## src/rtl/stse_pkg.sv

```systemverilog
package stse_pkg;

    localparam int KEY_W  = 12;
    localparam int DATA_W = 16;

    typedef logic [KEY_W-1:0]  key_t;
    typedef logic [DATA_W-1:0] dat_t;

    typedef struct packed {
        key_t key;
        dat_t data;
    } entry_t;

    typedef enum logic {
        OP_INSERT = 1'b0,
        OP_DELETE = 1'b1
    } op_e;

    typedef enum logic [1:0] {
        ST_OK        = 2'd0,
        ST_REPLACED  = 2'd1,
        ST_NOT_FOUND = 2'd2,
        ST_OVERFLOW  = 2'd3
    } status_e;

    typedef enum logic [1:0] {
        PH_IDLE  = 2'd0,
        PH_OPEN  = 2'd1,
        PH_CLOSE = 2'd2
    } phase_e;

    // Effective period: never shorter than the reserved window plus one slot
    function automatic int unsigned clamp_period(input int unsigned req,
                                                 input int unsigned reserve);
        return (req < reserve + 1) ? reserve + 1 : req;
    endfunction

endpackage

```

## src/rtl/stse_sched.sv

```systemverilog
module stse_sched #(
    parameter int PER_W   = 8,
    parameter int RESERVE = 18
) (
    input  logic             clk,
    input  logic             rst,
    input  logic [PER_W-1:0] period_len,
    input  logic             search_req,
    output logic             search_go,
    output logic             upd_slot
);
    import stse_pkg::*;

    logic [PER_W-1:0] pcnt;
    logic [PER_W-1:0] eff;

    always_comb begin
        eff = PER_W'(clamp_period(int'(period_len), RESERVE));
    end

    always_ff @(posedge clk) begin
        if (rst) begin
            pcnt <= '0;
        end else if (pcnt >= eff - 1'b1) begin
            pcnt <= '0;
        end else begin
            pcnt <= pcnt + 1'b1;
        end
    end

    assign upd_slot  = (pcnt >= PER_W'(RESERVE));
    assign search_go = search_req && (pcnt == '0);

endmodule

```

## src/rtl/stse_locate.sv

```systemverilog
module stse_locate #(
    parameter int DEPTH = 16,
    parameter int CNT_W = 5
) (
    input  stse_pkg::entry_t [DEPTH-1:0] ents,
    input  logic [CNT_W-1:0]             count,
    input  stse_pkg::key_t               key,
    output logic [CNT_W-1:0]             pos,
    output logic                         hit
);
    // pos = number of valid keys below 'key'; hit = key already stored
    always_comb begin
        pos = '0;
        hit = 1'b0;
        for (int i = 0; i < DEPTH; i++) begin
            if (CNT_W'(i) < count) begin
                if (ents[i].key < key) pos = pos + 1'b1;
                if (ents[i].key == key) hit = 1'b1;
            end
        end
    end

endmodule

```

## src/rtl/stse_store.sv

```systemverilog
module stse_store #(
    parameter int DEPTH = 16,
    parameter int IDX_W = 4
) (
    input  logic                         clk,
    input  logic                         rst,
    input  logic                         wr_en,
    input  logic [IDX_W-1:0]             wr_idx,
    input  stse_pkg::entry_t             wr_ent,
    output stse_pkg::entry_t [DEPTH-1:0] ents
);
    for (genvar g = 0; g < DEPTH; g++) begin : g_row
        always_ff @(posedge clk) begin
            if (rst) begin
                ents[g] <= '0;
            end else if (wr_en && wr_idx == IDX_W'(g)) begin
                ents[g] <= wr_ent;
            end
        end
    end

endmodule

```

## src/rtl/stse_top.sv

```systemverilog
module stse_top #(
    parameter int DEPTH   = 16,
    parameter int PER_W   = 8,
    parameter int RESERVE = 18,
    localparam int CNT_W  = $clog2(DEPTH + 1),
    localparam int IDX_W  = $clog2(DEPTH)
) (
    input  logic                       clk,
    input  logic                       rst,
    input  logic [PER_W-1:0]           period_len,
    input  logic                       search_req,
    output logic                       search_go,
    output logic                       upd_slot,
    input  logic                       cmd_valid,
    input  logic                       cmd_op,
    input  logic [stse_pkg::KEY_W-1:0]  cmd_key,
    input  logic [stse_pkg::DATA_W-1:0] cmd_data,
    output logic                       busy,
    output logic                       done,
    output logic [1:0]                 status,
    output logic [CNT_W-1:0]           count,
    input  logic [IDX_W-1:0]           rd_addr,
    output logic                       rd_valid,
    output logic [stse_pkg::KEY_W-1:0]  rd_key,
    output logic [stse_pkg::DATA_W-1:0] rd_data
);
    import stse_pkg::*;

    entry_t [DEPTH-1:0] ents;
    phase_e             phase;
    logic [CNT_W-1:0]   cnt, ptr, tgt, pos;
    logic               hit, accept;
    entry_t             pend;
    status_e            stat_q;
    logic               done_q;
    logic               wr_en;
    logic [IDX_W-1:0]   wr_idx;
    entry_t             wr_ent;

    stse_sched #(.PER_W(PER_W), .RESERVE(RESERVE)) u_sched (
        .clk(clk), .rst(rst), .period_len(period_len),
        .search_req(search_req), .search_go(search_go), .upd_slot(upd_slot)
    );

    stse_locate #(.DEPTH(DEPTH), .CNT_W(CNT_W)) u_loc (
        .ents(ents), .count(cnt), .key(cmd_key), .pos(pos), .hit(hit)
    );

    stse_store #(.DEPTH(DEPTH), .IDX_W(IDX_W)) u_store (
        .clk(clk), .rst(rst), .wr_en(wr_en), .wr_idx(wr_idx),
        .wr_ent(wr_ent), .ents(ents)
    );

    assign accept = cmd_valid && (phase == PH_IDLE);

    // Single write port: in-place replace, one shift step, or final write/clear
    always_comb begin
        wr_en  = 1'b0;
        wr_idx = '0;
        wr_ent = pend;
        unique case (phase)
            PH_IDLE: begin
                if (accept && op_e'(cmd_op) == OP_INSERT && hit) begin
                    wr_en  = 1'b1;
                    wr_idx = IDX_W'(pos);
                    wr_ent = '{key: cmd_key, data: cmd_data};
                end
            end
            PH_OPEN: begin
                if (upd_slot) begin
                    wr_en = 1'b1;
                    if (ptr > tgt) begin
                        wr_idx = IDX_W'(ptr);
                        wr_ent = ents[IDX_W'(ptr - 1'b1)];
                    end else begin
                        wr_idx = IDX_W'(tgt);
                        wr_ent = pend;
                    end
                end
            end
            PH_CLOSE: begin
                if (upd_slot) begin
                    wr_en  = 1'b1;
                    wr_idx = IDX_W'(ptr);
                    if (ptr + 1'b1 < cnt) begin
                        wr_ent = ents[IDX_W'(ptr + 1'b1)];
                    end else begin
                        wr_ent = '0;
                    end
                end
            end
            default: ;
        endcase
    end

    always_ff @(posedge clk) begin
        if (rst) begin
            phase  <= PH_IDLE;
            cnt    <= '0;
            ptr    <= '0;
            tgt    <= '0;
            pend   <= '0;
            stat_q <= ST_OK;
            done_q <= 1'b0;
        end else begin
            done_q <= 1'b0;
            unique case (phase)
                PH_IDLE: begin
                    if (accept) begin
                        if (op_e'(cmd_op) == OP_INSERT) begin
                            if (hit) begin
                                done_q <= 1'b1;
                                stat_q <= ST_REPLACED;
                            end else if (cnt == CNT_W'(DEPTH)) begin
                                done_q <= 1'b1;
                                stat_q <= ST_OVERFLOW;
                            end else begin
                                phase <= PH_OPEN;
                                ptr   <= cnt;
                                tgt   <= pos;
                                pend  <= '{key: cmd_key, data: cmd_data};
                            end
                        end else begin
                            if (!hit) begin
                                done_q <= 1'b1;
                                stat_q <= ST_NOT_FOUND;
                            end else begin
                                phase <= PH_CLOSE;
                                ptr   <= pos;
                            end
                        end
                    end
                end
                PH_OPEN: begin
                    if (upd_slot) begin
                        if (ptr > tgt) begin
                            ptr <= ptr - 1'b1;
                        end else begin
                            phase  <= PH_IDLE;
                            cnt    <= cnt + 1'b1;
                            done_q <= 1'b1;
                            stat_q <= ST_OK;
                        end
                    end
                end
                PH_CLOSE: begin
                    if (upd_slot) begin
                        if (ptr + 1'b1 < cnt) begin
                            ptr <= ptr + 1'b1;
                        end else begin
                            phase  <= PH_IDLE;
                            cnt    <= cnt - 1'b1;
                            done_q <= 1'b1;
                            stat_q <= ST_OK;
                        end
                    end
                end
                default: phase <= PH_IDLE;
            endcase
        end
    end

    assign busy     = (phase != PH_IDLE);
    assign done     = done_q;
    assign status   = stat_q;
    assign count    = cnt;
    assign rd_valid = ({1'b0, rd_addr} < (CNT_W + 1)'(cnt));
    assign rd_key   = ents[rd_addr].key;
    assign rd_data  = ents[rd_addr].data;

endmodule

```

## config.mk

```make
export PLATFORM = sky130hd
export DESIGN_NAME = stse_top
export DESIGN_NICKNAME = d
export VERILOG_FILES = /design/src/rtl/stse_pkg.sv /design/src/rtl/stse_sched.sv /design/src/rtl/stse_locate.sv /design/src/rtl/stse_store.sv /design/src/rtl/stse_top.sv
export SDC_FILE = /design/constraint.sdc
export NUM_CORES = 2
export LEC_CHECK = 0
export ABC_AREA = 0
export BUFFER_PORTS_ARGS = -buffer_cell sky130_fd_sc_hd__buf_2
export CORE_ASPECT_RATIO = 1.1
export CORE_MARGIN = 2
export CORE_UTILIZATION = 50
export DETAILED_ROUTE_END_ITERATION = 12
export GPL_TIMING_DRIVEN = 0
export PLACE_DENSITY = 0.66
export SLEW_MARGIN = 40
export SYNTH_ARGS = -nofsm -noshare
export SYNTH_HDL_FRONTEND = slang
export SYNTH_SLANG_ARGS = --single-unit
```

## constraint.sdc

```tcl
create_clock -name clk -period 10.61 [get_ports clk]
set_clock_uncertainty 0.05 [all_clocks]
set_input_delay 0.5305 -clock clk [delete_from_list [all_inputs] [get_ports clk]]
set_output_delay 0.5305 -clock clk [all_outputs]
set_load 0.005 [all_outputs]
```

==> results.sh <==
export IMPL_hold_viol_final=0
export IMPL_cts_sinks=504
export IMPL_clock_latency_ns=0.69
export IMPL_numCtsBuffers=58
export IMPL_grt_overflow_total=0
export IMPL_htree_levels=2
export IMPL_layout_drive_gt1_share_pct=37.15
export IMPL_power_switching_mw=2.864
export IMPL_rrSetupSlack_ns=0.005
export IMPL_met2_usage_pct=55.76
export IMPL_cp_top_family="compound AO/OA/AOI/OAI gates"
export IMPL_synth_area_per_cell_um2=10.90
export IMPL_cpMostUsedCell="ha_4"
export IMPL_slew_violations=0
export IMPL_maxCapViolCount=0
export IMPL_power_leakage_nw=18.37
export IMPL_powerDensity_nw_per_um2=149.5
export IMPL_max_stage_delay_ns=0.37
export IMPL_grt_pass1_vias=32060
export IMPL_rr_worst_depth=60
export IMPL_worst_pin_slew_ns=0.9657
export IMPL_startpoint_type="register"
export IMPL_area_growth_pct=17.16
export IMPL_yosys_warnings=0
export IMPL_power_frac_clock_pct=31.7
export IMPL_worstSetupPathDepth=60
export IMPL_dp_cells=4709
export IMPL_path_max_fanout=6
export IMPL_worstSetupEndpointType="register"
export IMPL_rsz0062_at_grt="true"
export IMPL_gp_congestion=1.026
export IMPL_num_rows=107
export IMPL_synthArstFlopShare_pct=0
export IMPL_r2r_start="u_store.ents[49]$_SDFFE_PP0P_"
export IMPL_grtUsageMet1_pct=50.75
export IMPL_vias=34460
export IMPL_fin_crit_sh_pct=99.95
export IMPL_firstDrtPassIters=8
export IMPL_drt_total_wl_mm=164.0
export IMPL_synthTopCellsByCount="504 x dfxtp_1, 464 x nor2b_1, 392 x mux4_2"
export IMPL_startpoint="u_store.ents[49]$_SDFFE_PP0P_"
export IMPL_p_comb_share_pct=39.8
export IMPL_relSlewSlack_pct=35.62
export IMPL_synth_top_cell_by_area="dfxtp_1"
export IMPL_yosys_cell_types_count=98
export IMPL_cp_slowest_cell="dfxtp_4"
export IMPL_endpoint="u_store.ents[309]$_SDFFE_PP0P_"
export IMPL_yosys_most_used_dff="dfxtp_1"
export IMPL_fill_cells=6548
export IMPL_synth_edf_count=0
export IMPL_crit_required_ns=11.11
export IMPL_place_hpwl_mm=115.2
export IMPL_worstSetupPathType="register to register"
export IMPL_reg2reg_to="u_store.ents[309]$_SDFFE_PP0P_"
export IMPL_whs_ns=0.04290
export IMPL_p_int_mw=3.971
export IMPL_avgRoutedWirePerCell_um=33.28
export IMPL_nNetsFinal=4127
export IMPL_tritoncts="done"
export IMPL_status="completed"
export IMPL_netlist_instances=3579
export IMPL_top_usage_layer="met2"
export IMPL_first_iter_violations=4975
export IMPL_crit_arrival_ns=11.10
export IMPL_power_frac_seq_pct=28.5
export IMPL_setup_viol=0
export IMPL_antenna_found_initial=2
export IMPL_synth_area_leaders="dfxtp_1 26%, mux4_2 23%, mux2_2 11%"
export IMPL_synth_seq_cells=504
export IMPL_postPlaceCellArea_um2=41330
export IMPL_drc_errors=0
export IMPL_cts_buffer_depth=3
export IMPL_synth_nets=3864
export IMPL_hold_buffers=0
export IMPL_clkTransAtPathRegs_ns=0.07
export IMPL_hold_path_class="primary input to register"
export IMPL_synth_top_area_share_pct=25.86
export IMPL_grtUsageTotal_pct=39.03
export IMPL_met3_usage_pct=12.04
export IMPL_final_cell_count_no_fill=4926
export IMPL_seq_area_frac_synth_pct=25.86
export IMPL_synth_area_um2=39020
export IMPL_ios=85
export IMPL_die_h_um=297.0
export IMPL_power_share_switching_pct=41.91
export IMPL_design_area_um2=45710
export IMPL_synth_most_common_cell="dfxtp_1"
export IMPL_cp_num_buf_inv=10
export IMPL_initial_core_util_pct=50.42
export IMPL_finalCriticalPeriod_ns=10.60
export IMPL_core_region_area_um2=77380
export IMPL_grt_pass1_wl_mm=228.5
export IMPL_port_buffers=82
export IMPL_vias_per_cell=6.995
export IMPL_antenna_left=0
export IMPL_grt_max_degree=19
export IMPL_max_freq_mhz=94.30
export IMPL_root_buffer="clkbuf_16"
export IMPL_power_mw=6.835
export IMPL_die_area_um2=80290
export IMPL_die_x_um=270.4
export IMPL_max_vdd_ir_drop_mv=0.1476
==> sequential cells by signal, indices dropped and copies added, names as in the netlist <==
| name | cells |
|---|---|
| u_store.ents | 448 |
| pend | 28 |
| u_sched.pcnt | 8 |
| count | 5 |
| ptr | 5 |
| tgt | 5 |
| phase | 2 |
| status | 2 |
| done | 1 |
==> metrics by stage <==
step                util (%)  setup WS, ns  TNS [ns]
global placement       52.86        -2.394   -810.30
detailed placement     53.41        -2.094   -802.57
CTS                    57.16      0.002018         0
floorplan                  -      0.001338         0
finish                 59.08      0.005257         0
global route           59.07       -0.2929    -65.51
==> worst register-to-register path: cells and delay by family, from the launching register on <==
family          cells  cell delay [ns]
xor+xnor            3             0.58
compound gates     16             2.79
mux                 4             1.04
fa+ha+maj          11             2.80
simple gates       16             1.82
buf+inv            10             1.06
flops               1             0.37
==> worst min path at each step <==
stage          slack (ns)  cells after the start                          to                  startpoint
3_3_place_gp         0.41                      1  u_sched.pcnt[0]$_SDFF_PP0_  u_sched.pcnt[0]$_SDFF_PP0_
6_report             0.04                      3       pend[13]$_SDFFE_PP0P_                cmd_data[13]
2_1_floorplan        0.39                      1  u_sched.pcnt[0]$_SDFF_PP0_  u_sched.pcnt[0]$_SDFF_PP0_
3_5_place_dp         0.41                      1  u_sched.pcnt[0]$_SDFF_PP0_  u_sched.pcnt[0]$_SDFF_PP0_
5_1_grt              0.07                      3       pend[12]$_SDFFE_PP0P_                cmd_data[12]
4_1_cts              0.03                      3       pend[13]$_SDFFE_PP0P_                cmd_data[13]
==> power by group through the flow <==
stage | Sequential (mW) | Combinational [mW] | Clock, mW
floorplan | 1.98 | 1.50 | 0
global placement | 1.99 | 2.46 | 0
detailed placement | 1.99 | 2.57 | 0
CTS | 1.95 | 2.58 | 2.16
global route | 1.95 | 2.75 | 2.23
finish | 1.95 | 2.72 | 2.16
==> layout make-up <==
cell class	instances	area [um2]	share of cell area, %
diodes	1	2.502	0.005474
clock inverters	31	379.1	0.8293
multi-input cells	2711	28280	61.86
repair buffers	205	1826	3.993
well taps	1035	1295	2.833
plain buffers	288	1898	4.152
clock buffers	77	1623	3.550
inverters	74	317.8	0.6952
flip-flops and latches	504	10090	22.08
==> timing repair <==
item,4_1_cts,5_1_grt
gates resized for setup,104,186
pin swaps,28,35
setup endpoints to repair,453,448
buffers inserted,45,53
cloned,3,10
==> metal layers <==
layer / wire length (um) / vias up
met2: 67870 / 2764
met1: 59630 / 17020
met5: 24 / -
met3: 22150 / 639
li1: - / 14030
met4: 14280 / 4
==> cell usage in the layout (no fill, tap or decap), types with 93 or more instances in the layout <==
cell	Yosys	routed
a21oi_1	193	186
buf_2	11	124
clkbuf_1	196	138
dfxtp_1	504	503
ha_1	240	230
mux2_2	387	320
mux2_4	20	118
mux4_2	392	392
nand2_1	148	141
nor2_1	152	146
nor2b_1	464	464
o21ai_0	95	93
==> cells by family (layout without fill, tap and decap cells) <==
family                     after synthesis  after routing  synth area share, %
other                                    0              1                    0
AOI/OAI and AO/OA                      511            511                8.430
xor gates and xnor gates                73             73                2.219
and+or+nand+nor                        976            976                14.04
muxes                                  911            911                37.66
adders and majority gates              240            240                7.696
DFF                                    504            504                25.86
buffers and inverters                  364            675                4.092
(Power assumes the default switching activity.)
